### src/rtl/midi_uart_pkg.sv
package midi_uart_pkg;
   localparam logic [7:0] CMD_RESET = 8'hFF;
   localparam logic [7:0] CMD_UART  = 8'h3F;
   localparam logic [7:0] CMD_ACK   = 8'hFE;

   typedef enum logic [2:0] {
      RX_IDLE,
      RX_START,
      RX_DATA,
      RX_STOP,
      RX_BREAK
   } rx_state_t;
endpackage

### src/rtl/midi_byte_fifo.sv
module midi_byte_fifo #(
   parameter int DW    = 8,
   parameter int DEPTH = 4
) (
   input  logic          clk,
   input  logic          rst_n,
   input  logic          flush,
   input  logic          push,
   input  logic [DW-1:0] wdata,
   input  logic          pop,
   output logic [DW-1:0] head,
   output logic          empty,
   output logic          full
);
   if (DEPTH < 1 || (DEPTH & (DEPTH - 1)) != 0) begin : g_bad_depth
      $error("midi_byte_fifo: DEPTH must be a power of two");
   end

   if (DEPTH == 1) begin : g_single
      logic          vld;
      logic [DW-1:0] dat;
      always_ff @(posedge clk or negedge rst_n) begin
         if (!rst_n) begin
            vld <= 1'b0;
            dat <= '0;
         end else if (flush || (push && !vld)) begin
            vld <= push;
            if (push) dat <= wdata;
         end else if (pop) begin
            vld <= 1'b0;
         end
      end
      assign head  = dat;
      assign empty = !vld;
      assign full  = vld;
   end else begin : g_ring
      localparam int AW = $clog2(DEPTH);
      localparam int CW = $clog2(DEPTH + 1);
      logic [DW-1:0] mem [DEPTH];
      logic [AW-1:0] wp, rp;
      logic [CW-1:0] cnt;
      logic          do_push, do_pop;

      assign do_push = push && (flush || cnt != CW'(DEPTH));
      assign do_pop  = pop && cnt != '0 && !flush;

      always_ff @(posedge clk) begin
         if (do_push) mem[flush ? '0 : wp] <= wdata;
      end

      always_ff @(posedge clk or negedge rst_n) begin
         if (!rst_n) begin
            wp  <= '0;
            rp  <= '0;
            cnt <= '0;
         end else if (flush) begin
            rp  <= '0;
            wp  <= push ? AW'(1) : '0;
            cnt <= push ? CW'(1) : '0;
         end else begin
            if (do_push) wp <= wp + AW'(1);
            if (do_pop)  rp <= rp + AW'(1);
            cnt <= cnt + CW'(do_push) - CW'(do_pop);
         end
      end
      assign head  = mem[rp];
      assign empty = (cnt == '0);
      assign full  = (cnt == CW'(DEPTH));
   end
endmodule

### src/rtl/midi_tx_ser.sv
module midi_tx_ser #(
   parameter int CLK_DIV = 1600
) (
   input  logic       clk,
   input  logic       rst_n,
   input  logic       avail,
   input  logic [7:0] data,
   output logic       take,
   output logic       busy,
   output logic       line
);
   localparam int DCW = $clog2(CLK_DIV);

   logic [9:0]     sh;
   logic [3:0]     bitn;
   logic [DCW-1:0] div;

   assign take = !busy && avail;
   assign line = busy ? sh[0] : 1'b1;

   always_ff @(posedge clk or negedge rst_n) begin
      if (!rst_n) begin
         sh   <= '1;
         bitn <= '0;
         div  <= '0;
         busy <= 1'b0;
      end else if (take) begin
         sh   <= {1'b1, data, 1'b0};
         bitn <= '0;
         div  <= '0;
         busy <= 1'b1;
      end else if (busy) begin
         if (div == DCW'(CLK_DIV - 1)) begin
            div <= '0;
            if (bitn == 4'd9) begin
               busy <= 1'b0;
            end else begin
               sh   <= {1'b1, sh[9:1]};
               bitn <= bitn + 4'd1;
            end
         end else begin
            div <= div + DCW'(1);
         end
      end
   end
endmodule

### src/rtl/midi_rx_des.sv
module midi_rx_des
   import midi_uart_pkg::*;
#(
   parameter int CLK_DIV = 1600
) (
   input  logic       clk,
   input  logic       rst_n,
   input  logic       line,
   output logic       valid,
   output logic [7:0] data
);
   localparam int DCW  = $clog2(CLK_DIV);
   localparam int HALF = CLK_DIV / 2;

   logic [1:0]     sync;
   logic           lvl;
   rx_state_t      st;
   logic [DCW-1:0] div;
   logic [2:0]     bitn;
   logic [7:0]     sh;

   assign lvl = sync[1];

   always_ff @(posedge clk or negedge rst_n) begin
      if (!rst_n) begin
         sync  <= 2'b11;
         st    <= RX_IDLE;
         div   <= '0;
         bitn  <= '0;
         sh    <= '0;
         valid <= 1'b0;
         data  <= '0;
      end else begin
         sync  <= {sync[0], line};
         valid <= 1'b0;
         unique case (st)
            RX_IDLE: if (!lvl) begin
               st  <= RX_START;
               div <= '0;
            end
            RX_START: if (div == DCW'(HALF - 1)) begin
               div  <= '0;
               bitn <= '0;
               st   <= lvl ? RX_IDLE : RX_DATA;
            end else div <= div + DCW'(1);
            RX_DATA: if (div == DCW'(CLK_DIV - 1)) begin
               div <= '0;
               sh  <= {lvl, sh[7:1]};
               if (bitn == 3'd7) st <= RX_STOP;
               else bitn <= bitn + 3'd1;
            end else div <= div + DCW'(1);
            RX_STOP: if (div == DCW'(CLK_DIV - 1)) begin
               div <= '0;
               if (lvl) begin
                  valid <= 1'b1;
                  data  <= sh;
                  st    <= RX_IDLE;
               end else st <= RX_BREAK;
            end else div <= div + DCW'(1);
            RX_BREAK: if (lvl) st <= RX_IDLE;
            default: st <= RX_IDLE;
         endcase
      end
   end
endmodule

### src/rtl/midi_uart_port.sv
module midi_uart_port
   import midi_uart_pkg::*;
#(
   parameter int CLK_DIV  = 1600,
   parameter int RX_DEPTH = 4,
   parameter int TX_DEPTH = 4
) (
   input  logic       clk,
   input  logic       rst_n,
   input  logic       host_cs,
   input  logic       host_wr,
   input  logic       host_rd,
   input  logic       host_addr,
   input  logic [7:0] host_wdata,
   output logic [7:0] host_rdata,
   input  logic       rx_irq_en,
   input  logic       tx_irq_en,
   output logic       rx_irq,
   output logic       tx_irq,
   output logic       rx_overrun,
   input  logic       midi_rx,
   output logic       midi_tx
);
   if (CLK_DIV < 4) begin : g_bad_div
      $error("midi_uart_port: CLK_DIV must be at least 4");
   end

   logic       wr_data, wr_cmd, rd_data;
   logic       cmd_reset, cmd_ack;
   logic       rx_empty, rx_full, tx_empty, tx_full;
   logic [7:0] rx_head, tx_head;
   logic       tx_take, tx_busy;
   logic       des_valid;
   logic [7:0] des_data;
   logic       rx_pend_vld;
   logic [7:0] rx_pend_data;
   logic       rx_push;
   logic [7:0] rx_pdata;

   assign wr_data   = host_cs && host_wr && !host_addr;
   assign wr_cmd    = host_cs && host_wr && host_addr;
   assign rd_data   = host_cs && host_rd && !host_addr;
   assign cmd_reset = wr_cmd && host_wdata == CMD_RESET;
   assign cmd_ack   = cmd_reset || (wr_cmd && host_wdata == CMD_UART);

   // acknowledge wins the push slot; a received byte waits one cycle
   assign rx_push  = cmd_ack || rx_pend_vld;
   assign rx_pdata = cmd_ack ? CMD_ACK : rx_pend_data;

   always_ff @(posedge clk or negedge rst_n) begin
      if (!rst_n) begin
         rx_pend_vld  <= 1'b0;
         rx_pend_data <= '0;
         rx_overrun   <= 1'b0;
      end else begin
         if (des_valid) begin
            rx_pend_vld  <= 1'b1;
            rx_pend_data <= des_data;
         end else if (rx_pend_vld && !cmd_ack) begin
            rx_pend_vld <= 1'b0;
         end
         if (cmd_reset) rx_overrun <= 1'b0;
         else if (rx_pend_vld && !cmd_ack && rx_full) rx_overrun <= 1'b1;
      end
   end

   midi_byte_fifo #(.DW(8), .DEPTH(RX_DEPTH)) u_rx_fifo (
      .clk(clk), .rst_n(rst_n), .flush(cmd_reset), .push(rx_push),
      .wdata(rx_pdata), .pop(rd_data), .head(rx_head),
      .empty(rx_empty), .full(rx_full)
   );

   midi_byte_fifo #(.DW(8), .DEPTH(TX_DEPTH)) u_tx_fifo (
      .clk(clk), .rst_n(rst_n), .flush(1'b0), .push(wr_data),
      .wdata(host_wdata), .pop(tx_take), .head(tx_head),
      .empty(tx_empty), .full(tx_full)
   );

   midi_tx_ser #(.CLK_DIV(CLK_DIV)) u_tx (
      .clk(clk), .rst_n(rst_n), .avail(!tx_empty), .data(tx_head),
      .take(tx_take), .busy(tx_busy), .line(midi_tx)
   );

   midi_rx_des #(.CLK_DIV(CLK_DIV)) u_rx (
      .clk(clk), .rst_n(rst_n), .line(midi_rx),
      .valid(des_valid), .data(des_data)
   );

   always_comb begin
      if (host_addr) host_rdata = {rx_empty, tx_full, 6'b0};
      else           host_rdata = rx_empty ? 8'h00 : rx_head;
   end

   assign rx_irq = rx_irq_en && !rx_empty;
   assign tx_irq = tx_irq_en && tx_empty;
endmodule

### config.mk
export PLATFORM = sky130hd
export DESIGN_NAME = midi_uart_port
export DESIGN_NICKNAME = d
export VERILOG_FILES = /design/src/rtl/midi_uart_pkg.sv /design/src/rtl/midi_byte_fifo.sv /design/src/rtl/midi_tx_ser.sv /design/src/rtl/midi_rx_des.sv /design/src/rtl/midi_uart_port.sv
export SDC_FILE = /design/constraint.sdc
export NUM_CORES = 1
export LEC_CHECK = 0
export BUFFER_PORTS_ARGS = -buffer_cell sky130_fd_sc_hd__buf_2
export CELL_PAD_IN_SITES_DETAIL_PLACEMENT = 0
export CELL_PAD_IN_SITES_GLOBAL_PLACEMENT = 1
export CORE_MARGIN = 3
export CORE_UTILIZATION = 45
export CTS_BUF_LIST = sky130_fd_sc_hd__clkbuf_8
export DETAILED_ROUTE_END_ITERATION = 10
export PLACE_DENSITY_LB_ADDON = 0.1
export SETUP_SLACK_MARGIN = 0.3
export SYNTH_ARGS = -nofsm -noshare
export SYNTH_HDL_FRONTEND = slang
export SYNTH_HIERARCHICAL = 1
export SYNTH_SLANG_ARGS = --single-unit
### constraint.sdc
create_clock -name clk -period 6.6 [get_ports clk]
set_input_delay 0.66 -clock clk [delete_from_list [all_inputs] [get_ports clk]]
set_output_delay 0.66 -clock clk [all_outputs]
set_load 0.1 [all_outputs]
==> metrics.md, run 1 <==
| Metric | Value |
|---|---|
| Measured slew at the worst slew-check pin | ~0.87 ns |
| Number of remaining DRC errors | 0 |
| Placed Cells incl. Taps | 727 |
| IO Count | 29 |
| Standard-cell row count | 44 |
| Fraction of layout cells with a size suffix above 1 | around 25% |
| Capturing element type of the critical path | flop |
| GRT Util Overall | 16.76% |
| Pre-Repair DR Iteration Count | 4 |
| Library cell used as clock root buffer | clkbuf_8 |
| GP Congestion | between 0.7 and 0.8 |
| CTS tree | done |
| Pin count of the biggest net entering global routing | 61 |
| Layout area overhead | 10.48% |
| Uppermost signal routing layer after detailed routing | met4 |
| Post-DR wirelength/cell | 17.34 um |
| Power per standard cell area | ~270 nW/um2 |
| Final count of negative-setup-slack endpoints | 0 |
| #FFs+latches synth | roughly 150 |
| Setup fix buffers added after clock tree synthesis | 0 |
| Netlist Area Pre-Place | 6927 um2 |
| Via-to-Cell Ratio | ~5.5 |
| Footprint of the multi-input gates | 2688 um2 |
| Met2 routed WL | 6631 um |
| Number of antenna cells inserted | 0 |
| Number of max-slew violations in the final report | 0 |
| First-pass GRT wire length | 21670 um |
| Proportion of synthesized chip area in sequential cells | 58.65% |
| Final worst clock skew | 0.01161 ns |
| Core region area | 14810 um2 |
| Result of the run | finished, final reports clean |
| Post-Syn Instances | 526 |
| CTS clock-pin slew for the worst setup and hold paths | 0.09 ns |
| Hold buffers post-CTS | 0 |
| Max_slew headroom | approximately two fifths |
| Achievable clock frequency | approximately 320 MHz |
| Worst EP arrival | 3.47 ns |
| Share of synthesized flip-flops with an asynchronous set or reset | 57.05% |
| Number of unique standard cell types used by synthesis | 78 |
| Leakage power | between 3 and 4 nW |
| Total CTS buffers | 17 |
| Total congestion overflow | 0 |
| Skew-Pair Late Insertion Delay | between 0.4 and 0.5 ns |
| Largest cells by area after synthesis | edfxtp_1, dfrtp_1, mux4_2 |
| Total area of sequential cells | 4063 um2 |
| TritonCTS sink count | between 100 and 150 |
| Total of warnings raised by yosys | 6 |
| H-Tree Depth | 4 |
| Remaining antenna violation count | 0 |
| Proportion of netlist area held by the largest area contributor | 27.75% |
| Total Power | approximately 0.0021 W |
| Average footprint of a synthesized cell | 13.17 um2 |
| Post-CTS sizing | 0 |
| Number of input and output port buffers inserted | 28 |
| Setup CP Type | flop to flop |
| Met3 wire len | 463 um |
| Number of global-route vias before repair | ~4.1k |
| RSZ-0062 raised after global routing | false |
| Deepest clock path buffer count | 2 |
| Die width | 130.1 um |
| Placed wire-length estimate after detailed placement | 8824 um |
| Fill cells | 1280 |
| Data required time at the worst endpoint | 6.95 ns |
| Post-synth top area cell | edfxtp_1 |
| Non-filler cells in the finished layout | 759 |
| Count of flip-flops with a built-in enable after synthesis | between 60 and 70 |
| Die Outline Area | 16920 um2 |
| Worst IR drop on VDD | approximately 160 uV |
| Shortest clock period the worst path allows after layout | 3.128 ns |
| Y dimension of the die | approximately 130 um |
| Final Hold Violating Endpoints | 0 |
| CP max FO | 15 |
| Final routed wirelength across all metal layers | 13160 um |
| Starting utilization of the core area | 46.77% |
| Count of vias placed by the detailed router | 4207 |
| Number of cell instances on the worst register-to-register path | 12 |
| Setup TNS | 0 ns |
| Launching element type of the critical path | flop |
| Most used flip-flop cell after synthesis | dfrtp_1 |
| Net count reported at finish | between 500 and 600 |
| Number of antenna violations at the first check in global routing | 0 |
| Initial DRC Count | 259 |
| Number of violations of the max-capacitance limit | 0 |
| Final Cycle Share | between 40 and 50% |
| Wire length on met1 | 5901 um |
| Kind of path behind the tightest hold check | primary input to asynchronous set/reset pin |
==> routing by layer <==
metal	vias up	GRT usage [%]
li1	2040	-
met1	2089	22.39
met2	64	27.01
met3	14	4.339
met4	0	5.318
met5	-	0
==> state kept, by name, indices dropped and copies added (netlist names) <==
name and cells:
u_rx_fifo/g_ring.rp 2, rx_pend_vld 1, u_tx_fifo/g_ring.cnt 3, u_tx/sh 9
u_rx/sh 8, u_tx/busy 1, u_rx_fifo/g_ring.wp 2, u_rx_fifo/g_ring.mem 32
rx_pend_data 8, u_tx_fifo/g_ring.rp 2, u_rx/data 8, u_rx/div 11
u_rx/bitn 3, u_tx_fifo/g_ring.wp 2, u_rx_fifo/g_ring.cnt 3, u_rx/sync 2
u_tx/bitn 4, u_tx_fifo/g_ring.mem 32, u_rx/st 3, u_rx/valid 1
u_tx/div 11, rx_overrun 1
==> logic make-up (layout without fill, tap and decap cells) <==
group	Yosys count	count (layout)	synth area share (%)
XOR/XNOR	16	16	2.023
flip-flops	149	149	58.65
multiplexers	50	50	10.68
adder cells (fa/ha/maj)	12	12	2.384
AND/OR/NAND/NOR	177	177	14.99
AO/OA/AOI/OAI	84	84	8.309
buffers and inverters	37	81	2.908
other	1	6	0.05414
==> synth_stat cells (all sizes together) (3+ instances only) <==
cell	number
a211o	3
a21o	5
a21oi	16
a221o	3
a22o	7
a31oi	10
and2	11
buf	14
clkbuf	8
dfrtp	74
dfstp	11
edfxtp	64
ha	10
inv	15
mux2	28
mux2i	6
mux4	16
nand2	30
nand2b	4
nand3	15
nand4	8
nor2	44
nor2b	5
nor3	14
nor3b	5
nor4	15
o21ai	21
o31ai	4
or2	8
or3	3
xnor2	4
xor2	12
==> worst max-delay path: stages, from the launching register on <==
cell and delay (ns):
dfrtp_1 0.67, inv_1 0.31, nand2_1 0.37, inv_1 0.28, o31ai_1 0.18, nor2_1 0.08, ha_1 0.30, inv_1 0.06
ha_1 0.15, inv_1 0.05, fa_1 0.37, xnor2_1 0.16, nor2_1 0.06
==> cell usage in the layout (no fill, tap or decap), types with 5 or more instances in the layout <==
master and n:
a21o_1 5, a21oi_1 15, a22o_1 6, a31oi_1 10, and2_1 10, buf_2 27
buf_4 7, clkbuf_8 17, conb_1 6, dfrtp_1 74, dfstp_2 11, edfxtp_1 64
ha_1 10, inv_1 16, mux2_2 27, mux2i_1 6, mux4_2 16, nand2_1 29
nand3_1 13, nand4_1 7, nor2_1 44, nor2b_1 5, nor3_1 14, nor4_1 11
o21ai_0 9, o21ai_1 11, or2_1 7, xor2_1 12
==> final timing paths <==
kind                                   start                      end  slack (ns)
worst max-delay path               u_tx/busy  u_tx_fifo/g_ring.cnt[2]        3.47
worst min-delay path                   rst_n  u_tx_fifo/g_ring.cnt[2]        0.11
worst max register to register     u_tx/busy  u_tx_fifo/g_ring.cnt[2]        3.47
worst min register to register  u_rx/sync[0]             u_rx/sync[1]        0.36
max in group asynchronous              rst_n          rx_pend_data[5]        5.41
min in group clk                     midi_rx             u_rx/sync[0]        0.31
==> final cells by class <==
cell class,count,area share (%)
inverter,15,0.7358
clock inverter,15,2.534
multi-input combinational,345,35.12
clock buffer,17,3.058
tap,184,3.009
timing repair buffer,34,2.453
sequential,149,53.09
==> metrics by stage <==
step / instance area [um2] / setup WS (ns) / hold WS, ns / utilization [%]
6_report: 7652 / 3.472 / 0.1144 / 51.67
5_1_grt: 7652 / 3.147 / 0.1011 / 51.67
4_1_cts: 7652 / 3.453 / 0.09988 / 51.67
3_5_place_dp: 7224 / 3.269 / 0.3500 / 48.78
3_3_place_gp: 7224 / 3.361 / 0.3460 / 48.78
2_1_floorplan: 6945 / 3.668 / 0.3452 / -
==> where the power goes <==
part | internal (W) | switching, W | total (W)
Clock | 0.000386 | 0.000373 | 0.000759
Combinational | 0.0000899 | 0.000131 | 0.000220
Sequential | 0.00103 | 0.0000857 | 0.00111
Total | 0.00150 | 0.000590 | 0.00209
(Power assumes the default switching activity.)
==> run 2, diff against run 1 <==
==> constraint.sdc (replaced) <==
create_clock -name clk -period 2.9 [get_ports clk]
set_input_delay 0.29 -clock clk [delete_from_list [all_inputs] [get_ports clk]]
set_output_delay 0.29 -clock clk [all_outputs]
set_load 0.1 [all_outputs]
==> run 2 against run 1 <==
- first-iteration DRC count decreased by 27%
- clock-buffer cell count stayed put
- final cell count is 1.6% higher
- critical endpoint is now u_rx_fifo/g_ring.cnt[2]
- via count rose by 0.36%
- critical path type unchanged
- critical path depth decreased by 2
- die area unchanged
- sequential power up 130%
- flip-flop and latch count stayed put
==> metrics.md, run 2 (same netlist as run 1, synthesis figures left out) <==
| Metric | Value |
|---|---|
| Fill cells | 1239 (-3.2%) |
| Number of input and output port buffers inserted | 28 (unchanged) |
| Result of the run | finished, final reports clean |
| Number of global-route vias before repair | 4293 (+5.0%) |
| End of the worst register-to-register path | u_rx_fifo/g_ring.cnt[2] |
| Worst slack on hold paths | 0.08533 ns (-0.02911 ns) |
| CTS tree | done |
| Leading cell type in the layout, fill and taps excluded | dfrtp_1 |
| Count of vias placed by the detailed router | 4222 (+0.36%) |
| Worst IR drop on VDD | 330.1 uV (+100%) |
| Clock share of power | 35.7% (-0.6 points) |
| Non-filler cells in the finished layout | 771 (+1.6%) |
| Starting utilization of the core area | 46.77% (unchanged) |
| GRT Util Overall | 16.67% (-0.096 points) |
| Pin count of the biggest net entering global routing | 49 (-20%) |
| Achievable clock frequency | 402.4 MHz (+26%) |
| Leakage power | 3.302 nW (+2.0%) |
| Total Power | 0.004785 W (+130%) |
| Measured slew at the worst slew-check pin | 0.7346 ns (-0.1344 ns) |
| RSZ-0062 raised after global routing | true |
| Layout area overhead | 12.41% |
| Standard-cell row count | 44 (unchanged) |
| Internal power contribution | 0.003445 W (+130%) |
| Shortest clock period the worst path allows after layout | 2.485 ns (-0.6429 ns) |
| Worst EP arrival | 2.85 ns (-0.62 ns) |
| Core region area | 14810 um2 (unchanged) |
| Worst Hold End | u_tx_fifo/g_ring.mem[0][1] |
| CP max FO | 7 (-8) |
| Hold_sp | host_wdata[1] |
| Die width | 130.1 um (unchanged) |
| H-Tree Depth | 4 (unchanged) |
| Worst reg2reg setup slack | 0.42 ns (-3.06 ns) |
| Switching power | 0.001340 W (+130%) |
| Number of antenna violations at the first check in global routing | 0 (unchanged) |
| Combinational fraction of design power | 11.7% (+1.2 points) |
| Number of cell instances on the worst register-to-register path | 10 (-2) |
| Setup CP Type | flop to flop |
| Setup TNS | 0 ns (unchanged) |
| Initial DRC Count | 190 (-27%) |
| Final count of negative-setup-slack endpoints | 0 (unchanged) |
| Final worst clock skew | 0.01031 ns (-0.001294 ns) |
| GP Congestion | 0.8144 (+7.3%) |
| Max_slew headroom | 50.84% (+9.0 points) |
| Launching element type of the critical path | flop |
| Proportion of total power due to net switching | 28.01% (-0.17 points) |
| Pre-Repair DR Iteration Count | 4 (unchanged) |
| Power per standard cell area | 614.6 nW/um2 (+120%) |
| Registers with the highest flip-flop counts | u_rx_fifo/g_ring.mem (32), u_tx_fifo/g_ring.mem (32) |
| Top library cells by usage in the layout, fill and taps aside | dfrtp_1, edfxtp_1, nor2_1, nand2_1 |
| Fraction of layout cells with a size suffix above 1 | 27.60% (+2.2 points) |
| First-pass GRT wire length | 21940 um (+1.3%) |
| Number of remaining DRC errors | 0 (unchanged) |
| Total congestion overflow | 0 (unchanged) |
| Skew-Pair Late Insertion Delay | 0.44 ns (about the same) |
| Final routed wirelength across all metal layers | 12790 um (-2.8%) |
| Placed Cells incl. Taps | 737 (+1.4%) |
| Placed wire-length estimate after detailed placement | 8783 um (-0.47%) |
| Y dimension of the die | 130.1 um (unchanged) |
| Final Hold Violating Endpoints | 0 (unchanged) |
| TritonCTS sink count | 149 (unchanged) |
| Number of violations of the max-capacitance limit | 0 (unchanged) |
| Via-to-Cell Ratio | 5.476 (-1.2%) |
| Net count reported at finish | 603 (+2.0%) |
| Remaining antenna violation count | 0 (unchanged) |
| Deepest clock path buffer count | 2 (unchanged) |
| IO Count | 29 (unchanged) |
| Number of antenna cells inserted | 0 (unchanged) |
| Reg2reg start | u_rx_fifo/g_ring.cnt[1] |
| Number of max-slew violations in the final report | 0 (unchanged) |
| Kind of path behind the tightest hold check | primary input to flop |
| Total CTS buffers | 17 (unchanged) |
| Final Cycle Share | 85.68% (+38 points) |
| Die Outline Area | 16920 um2 (unchanged) |
| Data required time at the worst endpoint | 3.26 ns (-3.69 ns) |
| Sequential share of power | 52.6% (-0.6 points) |
| Post-DR wirelength/cell | 16.59 um (-4.4%) |
| Capturing element type of the critical path | flop |
| Library cell used as clock root buffer | clkbuf_8 |
| CTS clock-pin slew for the worst setup and hold paths | 0.08 ns (about the same) |
| Count of cells along the worst hold path | 1 |
## run 2: cell count changes in the layout (fill, tap and decap cells not counted), moves of 2 or more
cell and change:
dlygate4sd3_1 +2, dfrtp_1 -2, nor3_1 -3, dfrtp_2 +2, inv_6 +3, nor3_2 +3, buf_4 +9
## run 2: how the worst max path moves through the flow
stage / startpoint / to / cells after the start
floorplan: host_cs / u_rx_fifo/g_ring.cnt[2] / 12
detailed placement: host_wdata[2] / u_rx_fifo/g_ring.cnt[2] / 13
finish: u_rx_fifo/g_ring.cnt[1] / u_rx_fifo/g_ring.cnt[2] / 10
global placement: host_wdata[2] / u_rx_fifo/g_ring.cnt[2] / 13
global route: u_tx_fifo/g_ring.cnt[2] / u_tx_fifo/g_ring.cnt[2] / 13
CTS: u_rx_fifo/g_ring.cnt[1] / host_rdata[6] / 4
## run 2: layout make-up
type	count	area, um2	area share [%]
Inverter	15	56.30	0.7231
Clock inverter	15	191.4	2.459
Tap cell	184	230.2	2.957
Timing Repair Buffer	46	295.3	3.792
Clock buffer	17	234.0	3.005
Multi-Input combinational cell	345	2714	34.85
Sequential cell	149	4065	52.21
## run 2: power by group through the flow
| stage | logic, W | registers [W] | clock network (W) |
|---|---|---|---|
| final | 0.000558 | 0.00252 | 0.00171 |
| after global routing | 0.000619 | 0.00255 | 0.00186 |
| after CTS | 0.000558 | 0.00251 | 0.00177 |
| after detailed placement | 0.000552 | 0.00255 | 0 |
| after global placement | 0.000541 | 0.00255 | 0 |
| after floorplan | 0.000470 | 0.00246 | 0 |
## run 2: layer usage
| layer | up-vias | routed length [um] | GRT usage (%) |
|---|---|---|---|
| li1 | 2057 | - | - |
| met1 | 2111 | 5815 | 21.13 |
| met2 | 41 | 6504 | 28.18 |
| met3 | 13 | 309 | 4.585 |
| met4 | 0 | 160 | 4.768 |
| met5 | - | 0 | 0 |
## run 2: stage by stage
| step | setup WS, ns | utilization [%] | instance area (um2) |
|---|---|---|---|
| final | 0.4152 | 52.58 | 7786 |
| after global routing | 0.2794 | 52.58 | 7786 |
| after CTS | 0.2879 | 52.44 | 7766 |
| after detailed placement | 0.1301 | 49.37 | 7312 |
| after global placement | 0.2412 | 49.37 | 7312 |
| after floorplan | 0.3378 | - | 6945 |
## run 2: repair_timing
action                                 in CTS  in global routing
hold buffers                                2                  0
gates resized for setup                     2                  5
endpoints found under the hold margin      39                  0
setup buffers                               0                  0
setup endpoints to repair                   9                 11
## run 2: worst max-delay path, cell delays in order (launching register included)
cell,delay [ns]
dfrtp_2,0.46
or3b_4,0.45
o21ai_4,0.18
ha_1,0.26
inv_1,0.06
ha_1,0.14
inv_1,0.05
fa_1,0.37
xor2_1,0.16
and2_1,0.17
nor3_2,0.10
